<file path="config.mk">
export PLATFORM = sky130hd
export DESIGN_NAME = zc_gain_ctrl
export DESIGN_NICKNAME = d
export VERILOG_FILES = /design/src/rtl/zc_gain_ctrl.sv
export SDC_FILE = /design/constraint.sdc
export NUM_CORES = 1
export LEC_CHECK = 0
export BUFFER_PORTS_ARGS = -buffer_cell sky130_fd_sc_hd__buf_2
export CORE_MARGIN = 4
export CORE_UTILIZATION = 55
export DETAILED_ROUTE_END_ITERATION = 7
export PLACE_DENSITY = 0.89
export SKIP_CTS_REPAIR_TIMING = 1
export SLEW_MARGIN = 15
export SYNTH_ARGS = -nofsm -noshare
export SYNTH_HDL_FRONTEND = slang
export SYNTH_SLANG_ARGS = --single-unit
</file>
<file path="constraint.sdc">
create_clock -name clk -period 3.3 [get_ports clk]
set_input_delay 0.495 -clock clk [delete_from_list [all_inputs] [get_ports clk]]
set_output_delay 0.495 -clock clk [all_outputs]
set_load 0.005 [all_outputs]
</file>
<file path="src/rtl/zc_gain_ctrl.sv">
module zc_gain_ctrl #(
  parameter int GW = 7,
  parameter int SW = 16,
  parameter int TB = 7,
  parameter logic [GW-1:0] DEF_GAIN = 'h10
) (
  input  logic          clk,
  input  logic          rst_n,
  input  logic          smp_valid,
  input  logic [SW-1:0] smp_left,
  input  logic [SW-1:0] smp_right,
  input  logic          wr_en,
  input  logic [GW-1:0] wr_gain,
  input  logic [1:0]    tmo_sel,
  input  logic          lvl_en,
  input  logic [GW-1:0] lvl_gain,
  input  logic [1:0]    pwr_mode,
  output logic [GW-1:0] gain_left,
  output logic [GW-1:0] gain_right,
  output logic [GW-1:0] rd_gain
);
  localparam int CW = TB + 3;

  logic [GW-1:0] gl, gr, pend;
  logic          wait_l, wait_r, sgn_l, sgn_r;
  logic [CW-1:0] cnt;
  logic [CW:0]   lim;

  wire pwr_on = |pwr_mode;
  wire busy   = wait_l | wait_r;
  wire arm_ok = wr_en & ~lvl_en & pwr_on;
  wire [GW-1:0] pend_nx = arm_ok ? wr_gain : pend;
  wire zc_l = smp_valid & ((smp_left == '0) | (smp_left[SW-1] != sgn_l));
  wire zc_r = smp_valid & ((smp_right == '0) | (smp_right[SW-1] != sgn_r));

  assign lim = (CW+1)'(1) << (TB + int'(tmo_sel));
  wire tmo = smp_valid & busy & ({1'b0, cnt} >= lim - 1'b1);

  assign gain_left  = (lvl_en & pwr_on) ? lvl_gain : gl;
  assign gain_right = (lvl_en & pwr_on) ? lvl_gain : gr;

  always_ff @(posedge clk or negedge rst_n) begin
    if (!rst_n) begin
      gl <= DEF_GAIN;
      gr <= DEF_GAIN;
      pend <= DEF_GAIN;
      rd_gain <= DEF_GAIN;
      wait_l <= 1'b0;
      wait_r <= 1'b0;
      sgn_l <= 1'b0;
      sgn_r <= 1'b0;
      cnt <= '0;
    end else begin
      if (smp_valid) begin
        sgn_l <= smp_left[SW-1];
        sgn_r <= smp_right[SW-1];
      end
      if (wr_en) rd_gain <= wr_gain;
      if (!pwr_on) begin
        gl <= DEF_GAIN;
        gr <= DEF_GAIN;
        wait_l <= 1'b0;
        wait_r <= 1'b0;
        cnt <= '0;
      end else begin
        pend <= pend_nx;
        if (arm_ok && !busy) begin
          wait_l <= 1'b1;
          wait_r <= 1'b1;
          cnt <= '0;
        end else if (busy && smp_valid) begin
          if (wait_l && (zc_l || tmo)) begin
            gl <= pend_nx;
            wait_l <= 1'b0;
          end
          if (wait_r && (zc_r || tmo)) begin
            gr <= pend_nx;
            wait_r <= 1'b0;
          end
          cnt <= tmo ? '0 : cnt + 1'b1;
        end
      end
    end
  end

  p_rd_last_write_r4: assert property (@(posedge clk) disable iff (!rst_n)
    wr_en |=> rd_gain == $past(wr_gain));

  p_pwrdn_default_r6: assert property (@(posedge clk) disable iff (!rst_n)
    !pwr_on |=> (gl == DEF_GAIN && gr == DEF_GAIN && !busy));

  p_strobe_needed_r8: assert property (@(posedge clk) disable iff (!rst_n)
    (!smp_valid && pwr_on) |=> ($stable(gl) && $stable(gr)));

  p_lvl_no_arm_r5: assert property (@(posedge clk) disable iff (!rst_n)
    (lvl_en && !busy) |=> !busy);

  p_commit_pending_r1: assert property (@(posedge clk) disable iff (!rst_n)
    ($fell(wait_l) && $past(pwr_on)) |-> gl == pend);

  p_commit_pending_right_r2: assert property (@(posedge clk) disable iff (!rst_n)
    ($fell(wait_r) && $past(pwr_on)) |-> gr == pend);
endmodule

</file>
==> results of run 1 <==
## through the flow
stage / cell area (um2) / utilization, %
2_1_floorplan: 2380 / -
5_1_grt: 2840 / 69.6
4_1_cts: 2840 / 69.6
6_report: 2840 / 69.6
3_5_place_dp: 2760 / 67.5
3_3_place_gp: 2760 / 67.5
## synth_stat cells, types with 2 or more instances
| cell type | instances |
|---|---|
| sky130_fd_sc_hd__a21oi_1 | 5 |
| sky130_fd_sc_hd__a2bb2oi_1 | 2 |
| sky130_fd_sc_hd__a31oi_1 | 7 |
| sky130_fd_sc_hd__a31oi_4 | 2 |
| sky130_fd_sc_hd__a41oi_1 | 4 |
| sky130_fd_sc_hd__buf_2 | 4 |
| sky130_fd_sc_hd__buf_4 | 2 |
| sky130_fd_sc_hd__clkbuf_1 | 2 |
| sky130_fd_sc_hd__dfrtp_1 | 38 |
| sky130_fd_sc_hd__dfstp_2 | 4 |
| sky130_fd_sc_hd__ha_1 | 9 |
| sky130_fd_sc_hd__inv_1 | 11 |
| sky130_fd_sc_hd__mux2_2 | 9 |
| sky130_fd_sc_hd__mux2i_1 | 6 |
| sky130_fd_sc_hd__nand2_1 | 46 |
| sky130_fd_sc_hd__nand3_1 | 8 |
| sky130_fd_sc_hd__nand4_1 | 5 |
| sky130_fd_sc_hd__nand4_4 | 2 |
| sky130_fd_sc_hd__nor2_1 | 6 |
| sky130_fd_sc_hd__nor3_1 | 5 |
| sky130_fd_sc_hd__nor4_1 | 10 |
| sky130_fd_sc_hd__o211ai_4 | 2 |
| sky130_fd_sc_hd__o21a_1 | 2 |
| sky130_fd_sc_hd__o21ai_0 | 7 |
| sky130_fd_sc_hd__o21ai_1 | 3 |
| sky130_fd_sc_hd__o2bb2ai_1 | 12 |
| sky130_fd_sc_hd__xor2_1 | 2 |
## registers in the layout, indices dropped and copies added (netlist names)
| name | cells |
|---|---|
| pend | 7 |
| wait_l | 1 |
| rd_gain | 7 |
| cnt | 10 |
| gl | 7 |
| sgn_r | 1 |
| gr | 7 |
| wait_r | 1 |
| sgn_l | 1 |
## power groups by stage
stage	registers (W)	clock network, W	logic [W]
after detailed placement	0.000655	0	0.000284
final	0.000647	0.000329	0.000282
after global routing	0.000658	0.000355	0.000319
after CTS	0.000646	0.000336	0.000285
after global placement	0.000653	0	0.000270
after floorplan	0.000628	0	0.000198
## routing by layer
layer  vias to the layer above  share of wire (%)  GRT usage, %
li1                       1000                  -             -
met1                       970                 42          29.0
met2                        73                 47          34.1
met3                         7                9.1          4.65
met4                         0                1.6          7.44
met5                         -                  0             0
## path summary, 6_finish.rpt
check	start	end	slack (ns)
hold / removal	rst_n	cnt[4]	0.33
setup / recovery	pwr_mode[1]	gain_left[1]	1.07
setup reg to reg	cnt[8]	gl[0]	1.31
hold reg to reg	gl[4]	gl[4]	0.49
min in group clk	wr_gain[4]	rd_gain[4]	0.44
max in group asynchronous	rst_n	rd_gain[0]	2.38
## worst reg2reg max path: stages, from the launching register on
cell and delay [ns]:
sky130_fd_sc_hd__dfrtp_1 0.42, sky130_fd_sc_hd__ha_1 0.32, sky130_fd_sc_hd__a21o_1 0.20, sky130_fd_sc_hd__a21oi_2 0.29, sky130_fd_sc_hd__o211ai_4 0.17, sky130_fd_sc_hd__a31oi_4 0.35, sky130_fd_sc_hd__o2bb2ai_1 0.16
## cell families after synthesis
logic type	synth area share, %
AND/OR/NAND/NOR	19.5
adder cells (fa/ha/maj)	4.75
XOR/XNOR	0.739
multiplexers	7.44
flip-flops	44.5
buffers and inverters	4.22
AO/OA/AOI/OAI	18.6
other	0.158
## layout make-up
type	count	area, um2
multi-input combinational	174	1220
clock inverter	2	13.8
tap	50	62.6
clock buffer	6	72.6
sequential	42	1060
fill	309	1240
timing repair buffer	75	375
inverter	11	41.3
==> flow_metrics.py, run 1 <==
metrics = {
    "outcome": {
        "result_of_the_run": "completed",
    },
    "cts": {
        "tritoncts": "yes",
        "root_buffer": "sky130_fd_sc_hd__clkbuf_8",
        "clk_pin_slew_ns": 0.08,
        "htree_levels": 2,
        "cts_buffers": 5,
        "clock_insertion_delay_worst_skew_ns": 0.30,
        "clkSinkCount": 42,
        "clk_path_buf_depth": 2,
    },
    "timing": {
        "timing.hold.ws_ns": 0.330,
        "layout_min_cycle_time_ns": 2.23,
        "timing.final.crit_share_pct": 67.5,
        "final.setup_skew_ns": 0.00804,
        "number_of_pins_with_negative_max_slew_slack_in_the_final_report": 0,
        "rsz_0062_raised_after_global_routing": "false",
        "max_slew_headroom_pct": 32.7,
        "max_slew.worst_pin.slew_ns": 1.00,
        "timing.final.ws_setup_ns": 1.07,
        "setup_tns_ns": 0,
        "fmax_mhz": 449,
        "final_setup_violating_endpoints": 0,
        "final_hold_viol_count": 0,
    },
    "die": {
        "dieArea_um2": 5430,
        "fp.coreArea_um2": 4090,
        "initial_core_util_pct": 58.0,
        "floorplan.rows": 23,
        "fp.dieH_um": 73.7,
        "die_width_um": 73.7,
        "io_pins": 76,
    },
    "setup_path": {
        "worst-r2r-cell-count": 6,
        "cp_cell_sequence": "buf_2 -> or2_2 -> nand2_1 -> nand2_1 -> nand2_1 -> buf_2",
        "critical_path_arrival_ns": 1.73,
        "timing.critical_path.fanout_max": 12,
        "required_ns": 2.80,
        "critPathTopFamily": "simple AND/OR/NAND/NOR gates",
        "critPathMaxStageDelay_ns": 0.42,
        "timing.setup.critical_path_class": "primary input to primary output",
        "worstSetupStartpointType": "primary input",
        "cp_num_cells": 6,
        "endpoint_kind": "primary output",
        "critical_path_buf_inv_count": 2,
        "critical-path-top-cell-by-count": "sky130_fd_sc_hd__nand2_1",
        "library_cell_contributing_the_largest_single_delay_on_the_critical_path": "sky130_fd_sc_hd__or2_2",
    },
    "yosys": {
        "yosys_warnings": 0,
        "synth_top_flop_cell": "sky130_fd_sc_hd__dfrtp_1",
        "yosysUniqueCellTypes": 47,
        "postSynth.asyncResetShare_pct": 100,
        "synth-edff-count": 0,
        "mappedNetlistArea_um2": 2370,
        "synth_top_cells_by_area": "sky130_fd_sc_hd__dfrtp_1 (40%), sky130_fd_sc_hd__nand2_1 (7.3%), sky130_fd_sc_hd__ha_1 (4.7%)",
        "postSynthRegisterBits": 42,
        "synthesis.instances": 235,
        "share_of_synthesized_area_occupied_by_flip_flops_and_latches_pct": 44.5,
        "synth_top_area_share_pct": 40.1,
        "synth_top_area_cell": "sky130_fd_sc_hd__dfrtp_1",
        "post_synth.cell_area_avg_um2": 10.1,
    },
    "pwr": {
        "total_power_w": 0.00126,
        "cellInternalPower_w": 0.000862,
        "p_sw_w": 0.000395,
        "pwr-share-clk_pct": 26.1,
        "comb_power_share_pct": 22.4,
        "pwr-share-seq_pct": 51.5,
        "ir_worst_vdd_uv": 369,
        "sw_frac_of_total_pct": 31.4,
        "leakage_nw": 1.37,
        "power.density_nw_per_um2": 442,
    },
    "global_route": {
        "grt_util_all_layers_pct": 21.4,
        "vias_in_the_first_global_route": 1929,
        "grt_first_pass_wirelength_um": 8840,
        "initial_antenna_violation_count": 0,
        "grt.overflow.total": 0,
        "grt_start_max_net_pins": 43,
    },
    "cells_and_area": {
        "num_antenna_cells": 0,
        "synthToLayoutAreaGrowth_pct": 19.9,
        "layout.cells.most_common": "sky130_fd_sc_hd__buf_2",
        "layout-drive-gt1-share_pct": 35.2,
        "nets": 373,
        "final_cells": 360,
        "layout.cells.most_common_list": "sky130_fd_sc_hd__buf_2 (75), sky130_fd_sc_hd__nand2_1 (46), sky130_fd_sc_hd__dfrtp_1 (38)",
    },
    "routing": {
        "detailroute.via_count": 2050,
        "drc_errors": 0,
        "route.detailed.wl_per_inst_um": 14.9,
        "detail_route.vias_per_cell": 5.69,
        "dr.first_iter.drc_count": 89,
        "wire_length_after_detailed_routing_um": 5380,
        "ant_nets": 0,
        "dr.pass1.iters": 4,
    },
    "job": {
        "drv_cap": 0,
    },
    "placement": {
        "pre_cts_slack_ns": 1.08,
        "hpwl_dp_um": 4060,
        "place_congestion": 0.862,
        "io_buffers": 75,
        "dpl.cell_count": 352,
    },
    "worst_hold_path": {
        "kind_of_path_behind_the_tightest_hold_check": "primary input to asynchronous set/reset pin",
    },
}
(Power assumes the default switching activity.)
==> run 2, diff against run 1 <==
--- a/config.mk
+++ b/config.mk
@@ -7,9 +7,9 @@
 export LEC_CHECK = 0
 export BUFFER_PORTS_ARGS = -buffer_cell sky130_fd_sc_hd__buf_2
 export CORE_MARGIN = 4
-export CORE_UTILIZATION = 55
+export CORE_UTILIZATION = 46
 export DETAILED_ROUTE_END_ITERATION = 7
-export PLACE_DENSITY = 0.89
+export PLACE_DENSITY = 0.8
 export SKIP_CTS_REPAIR_TIMING = 1
 export SLEW_MARGIN = 15
 export SYNTH_ARGS = -nofsm -noshare
==> constraint.sdc (replaced) <==
create_clock -name clk -period 2 [get_ports clk]
set_input_delay 0.3 -clock clk [delete_from_list [all_inputs] [get_ports clk]]
set_output_delay 0.3 -clock clk [all_outputs]
set_load 0.005 [all_outputs]
==> flow_metrics.py, run 2 (synthesis results as in run 1) <==
metrics = {
    "cells_and_area": {
        "flip_flop_count_of_the_largest_register_after_layout": 10,
        "n_fill_cell": 412,
        "layout.cells.most_common_list": "sky130_fd_sc_hd__buf_2 (75), sky130_fd_sc_hd__nand2_1 (46), sky130_fd_sc_hd__dfrtp_1 (38)",
        "layout.core_utilization_pct": 61.1,
        "synthToLayoutAreaGrowth_pct": 24.9,
        "largest_register": "cnt",
        "final_cells": 383,
        "nets": 379,
        "layout-drive-gt1-share_pct": 36.4,
        "num_antenna_cells": 0,
        "layout.cells.most_common": "sky130_fd_sc_hd__buf_2",
    },
    "placement": {
        "io_buffers": 75,
        "pre_cts_slack_ns": -0.0300,
        "dpl.cell_count": 375,
        "place_congestion": 0.827,
        "hpwl_dp_um": 4310,
    },
    "pwr": {
        "ir_worst_vdd_uv": 496,
        "total_power_w": 0.00223,
        "power.density_nw_per_um2": 753,
        "leakage_nw": 1.42,
    },
    "cts": {
        "clk_pin_slew_ns": 0.09,
        "clock_insertion_delay_worst_skew_ns": 0.29,
        "root_buffer": "sky130_fd_sc_hd__clkbuf_8",
        "clk_path_buf_depth": 2,
        "tritoncts": "yes",
        "clkSinkCount": 42,
        "htree_levels": 2,
        "cts_buffers": 5,
    },
    "timing": {
        "rsz_0062_raised_after_global_routing": "false",
        "timing.final.ws_setup_ns": 0.104,
        "timing.final.crit_share_pct": 94.8,
        "layout_min_cycle_time_ns": 1.90,
        "final_hold_viol_count": 17,
        "fmax_mhz": 527,
        "final_setup_violating_endpoints": 0,
        "number_of_pins_with_negative_max_slew_slack_in_the_final_report": 0,
        "setup_tns_ns": 0,
        "max_slew.worst_pin.slew_ns": 0.732,
        "max_slew_headroom_pct": 50.9,
        "final.setup_skew_ns": 0.00888,
        "timing.hold.ws_ns": -0.0261,
    },
    "die": {
        "io_pins": 76,
        "floorplan.rows": 25,
        "fp.coreArea_um2": 4850,
        "dieArea_um2": 6370,
        "initial_core_util_pct": 48.9,
        "die_width_um": 79.8,
        "fp.dieH_um": 79.8,
    },
    "routing": {
        "detailroute.via_count": 2048,
        "route.detailed.wl_per_inst_um": 14.7,
        "detail_route.vias_per_cell": 5.35,
        "wire_length_after_detailed_routing_um": 5630,
        "dr.first_iter.drc_count": 198,
        "ant_nets": 0,
        "dr.pass1.iters": 4,
        "drc_errors": 0,
    },
    "setup_path": {
        "worst-r2r-cell-count": 6,
        "reg2reg_from": "cnt[8]",
        "required_ns": 2.21,
        "timing.reg2reg.setup_slack_ns": 0.10,
        "timing.setup.critical_path_class": "flop to flop",
        "endpoint_kind": "flop",
        "worstSetupStartpointType": "flop",
        "critical_path_arrival_ns": 2.10,
        "reg2reg_to": "gr[6]",
        "timing.critical_path.fanout_max": 7,
    },
    "global_route": {
        "grt_first_pass_wirelength_um": 9200,
        "grt.overflow.total": 0,
        "grt_util_all_layers_pct": 18.5,
        "vias_in_the_first_global_route": 1941,
        "initial_antenna_violation_count": 0,
        "grt_start_max_net_pins": 23,
    },
    "worst_hold_path": {
        "kind_of_path_behind_the_tightest_hold_check": "primary input to asynchronous set/reset pin",
    },
    "job": {
        "drv_cap": 0,
    },
    "outcome": {
        "result_of_the_run": "finished with violations",
        "violations": "negative hold slack",
    },
}
-- run 2: metal layers --
metal | vias to the layer above | share of wire, % | GRT usage, %
met3 | 2 | 7.1 | 4.74
met4 | 0 | 0.43 | 4.05
met1 | 959 | 45 | 25.5
met5 | - | 0 | 0
met2 | 72 | 47 | 29.4
li1 | 1015 | - | -
-- run 2: power breakdown --
group	switching [W]	internal [W]	total (W)
clock	0.000296	0.000373	0.000668
combinational	0.000268	0.000226	0.000494
sequential	0.000101	0.000966	0.00107
total	0.000664	0.00156	0.00223
-- run 2: layout make-up --
cell class / instances / area (um2) / share of cell area (%)
well taps: 67 / 83.8 / 2.83
flip-flops and latches: 42 / 1060 / 35.7
repair buffers: 81 / 433 / 14.6
inverters: 11 / 41.3 / 1.39
clock inverters: 2 / 37.5 / 1.27
clock buffers: 6 / 72.6 / 2.45
multi-input cells: 174 / 1240 / 41.8
-- run 2: worst max path at each step --
stage / to / startpoint / depth (start not counted)
final: gr[6] / cnt[8] / 6
after global routing: gr[6] / cnt[9] / 5
after CTS: cnt[9] / cnt[8] / 6
after detailed placement: cnt[9] / tmo_sel[1] / 8
after global placement: cnt[9] / cnt[8] / 6
after floorplan: cnt[7] / cnt[8] / 7
-- run 2: worst max-delay path: stages, from the launching register on --
cell and delay [ns]:
sky130_fd_sc_hd__dfrtp_1 0.42, sky130_fd_sc_hd__ha_1 0.32, sky130_fd_sc_hd__a21o_1 0.21, sky130_fd_sc_hd__a21oi_4 0.24, sky130_fd_sc_hd__o211ai_4 0.16, sky130_fd_sc_hd__a31oi_4 0.28
sky130_fd_sc_hd__o2bb2ai_1 0.17
-- run 2: through the flow --
step,instance area [um2],hold WS [ns]
global placement,2840,0.299
finish,2960,-0.0261
floorplan,2380,0.00441
detailed placement,2840,0.300
global route,2960,0.00194
CTS,2950,-0.0131
==> run 3, diff against run 2 <==
--- a/config.mk
+++ b/config.mk
@@ -10,6 +10,7 @@
 export CORE_UTILIZATION = 46
 export DETAILED_ROUTE_END_ITERATION = 7
 export PLACE_DENSITY = 0.8
+export RECOVER_POWER = 50
 export SKIP_CTS_REPAIR_TIMING = 1
 export SLEW_MARGIN = 15
 export SYNTH_ARGS = -nofsm -noshare
==> flow_metrics.py, run 3 (synthesis results as in run 1) <==
metrics = {
    "timing": {
        "max_slew_headroom_pct": 21.5,
        "timing.final.ws_setup_ns": 0.102,
        "final.setup_skew_ns": 0.00704,
        "layout_min_cycle_time_ns": 1.90,
        "timing.final.crit_share_pct": 94.9,
        "fmax_mhz": 527,
        "number_of_pins_with_negative_max_slew_slack_in_the_final_report": 0,
        "max_slew.worst_pin.slew_ns": 1.18,
        "final_hold_viol_count": 0,
        "rsz_0062_raised_after_global_routing": "false",
        "timing.hold.ws_ns": 0.218,
        "final_setup_violating_endpoints": 0,
    },
    "global_route": {
        "grt_start_max_net_pins": 23,
        "grt.overflow.total": 0,
        "grt_first_pass_wirelength_um": 9200,
        "vias_in_the_first_global_route": 1941,
        "initial_antenna_violation_count": 0,
        "grt_util_all_layers_pct": 18.5,
    },
    "setup_path": {
        "cp_cell_sequence": "ha_1 -> a21o_1 -> a21oi_4 -> o211ai_4 -> a31oi_4 -> o2bb2ai_1",
        "timing.setup.critical_path_class": "flop to flop",
        "critical_path_arrival_ns": 2.11,
        "endpoint_kind": "flop",
        "critPathMaxStageDelay_ns": 0.42,
        "worstSetupStartpointType": "flop",
        "library_cell_contributing_the_largest_single_delay_on_the_critical_path": "sky130_fd_sc_hd__dfrtp_1",
        "timing.reg2reg.setup_slack_ns": 0.10,
        "reg2reg_to": "gr[6]",
        "reg2reg_from": "cnt[8]",
        "timing.critical_path.fanout_max": 7,
        "worst-r2r-cell-count": 6,
        "required_ns": 2.21,
    },
    "cts": {
        "clk_pin_slew_ns": 0.08,
        "root_buffer": "sky130_fd_sc_hd__clkbuf_8",
        "htree_levels": 2,
        "clock_insertion_delay_worst_skew_ns": 0.29,
        "tritoncts": "yes",
        "clk_path_buf_depth": 2,
        "clkSinkCount": 42,
        "cts_buffers": 5,
    },
    "routing": {
        "drc_errors": 0,
        "ant_nets": 0,
        "met3_wirelength_um": 416,
        "dr.pass1.iters": 4,
        "met2WireLength_um": 2670,
        "wirelength_met1_um": 2500,
        "dr.first_iter.drc_count": 162,
        "top_signal_layer_used": "met4",
        "wire_length_after_detailed_routing_um": 5630,
        "route.detailed.wl_per_inst_um": 14.7,
        "detailroute.via_count": 2050,
        "detail_route.vias_per_cell": 5.35,
    },
    "placement": {
        "io_buffers": 75,
        "place_congestion": 0.827,
        "pre_cts_slack_ns": -0.0300,
        "hpwl_dp_um": 4310,
        "place_area_um2": 2840,
    },
    "pwr": {
        "pwr-share-seq_pct": 48.0,
        "pwr-share-clk_pct": 29.9,
        "cellInternalPower_w": 0.00156,
        "comb_power_share_pct": 22.1,
        "p_sw_w": 0.000662,
        "leakage_nw": 1.41,
        "sw_frac_of_total_pct": 29.8,
        "ir_worst_vdd_uv": 495,
        "power.density_nw_per_um2": 755,
    },
    "cells_and_area": {
        "n_fill_cell": 414,
        "synthToLayoutAreaGrowth_pct": 24.2,
        "layout.cells.most_common_list": "sky130_fd_sc_hd__buf_2 (74), sky130_fd_sc_hd__nand2_1 (46), sky130_fd_sc_hd__dfrtp_1 (38)",
        "largest_register": "cnt",
        "layout-drive-gt1-share_pct": 36.1,
        "layout.core_utilization_pct": 60.7,
        "num_antenna_cells": 0,
        "nets": 379,
        "layout.cells.most_common": "sky130_fd_sc_hd__buf_2",
        "fin_area_um2": 2940,
        "flip_flop_count_of_the_largest_register_after_layout": 10,
    },
    "outcome": {
        "result_of_the_run": "completed",
    },
    "die": {
        "io_pins": 76,
        "fp.dieH_um": 79.8,
        "dieArea_um2": 6370,
        "initial_core_util_pct": 48.9,
        "floorplan.rows": 25,
        "fp.coreArea_um2": 4850,
        "die_width_um": 79.8,
    },
    "job": {
        "drv_cap": 0,
    },
    "worst_hold_path": {
        "kind_of_path_behind_the_tightest_hold_check": "primary input to asynchronous set/reset pin",
    },
}
## run 3: changes by cell type in the layout (fill, tap and decap cells not counted)
cell                       delta
sky130_fd_sc_hd__buf_12       -1
sky130_fd_sc_hd__buf_2        -1
sky130_fd_sc_hd__clkbuf_1     +1
sky130_fd_sc_hd__clkbuf_2     +1
## run 3: final cells by class
class                      instances  area [um2]  area share, %
multi-input combinational        174        1240           42.0
sequential                        42        1060           35.9
timing repair buffer              81         417           14.2
tap                               67        83.8           2.85
clock buffer                       6        72.6           2.46
inverter                          11        41.3           1.40
clock inverter                     2        37.5           1.27
## run 3: worst max-delay path: cells and delay by family (launching register included)
kind | cells | cell delay (ns)
DFF | 1 | 0.42
AOI/OAI and AO/OA | 5 | 1.06
adders and majority gates | 1 | 0.32
## run 3: worst max-delay path by stage
stage          startpoint      to  cells past startpoint
3_5_place_dp   tmo_sel[1]  cnt[9]                      8
4_1_cts            cnt[8]  cnt[9]                      6
2_1_floorplan      cnt[8]  cnt[7]                      7
5_1_grt            cnt[9]   gr[6]                      5
3_3_place_gp       cnt[8]  cnt[9]                      6
6_report           cnt[8]   gr[6]                      6
## run 3: per-layer routing
| metal | global-route usage [%] | vias to the layer above |
|---|---|---|
| met4 | 4.05 | 0 |
| met2 | 29.4 | 81 |
| met5 | 0 | - |
| met3 | 4.74 | 6 |
| met1 | 25.5 | 951 |
| li1 | - | 1012 |
## run 3: power by group through the flow
stage | combinational (W) | clock (W) | sequential (W)
after floorplan | 0.000327 | 0 | 0.00104
after global placement | 0.000476 | 0 | 0.00107
after detailed placement | 0.000496 | 0 | 0.00108
after CTS | 0.000499 | 0.000676 | 0.00107
after global routing | 0.000550 | 0.000723 | 0.00108
final | 0.000491 | 0.000666 | 0.00107
## run 3: through the flow
stage          total power, W  setup TNS, ns  cells
3_5_place_dp          0.00158        -0.0300    375
5_1_grt               0.00235              0    383
4_1_cts               0.00224        -0.0381    383
6_report              0.00222              0    383
3_3_place_gp          0.00155              0    375
2_1_floorplan         0.00136              0    237
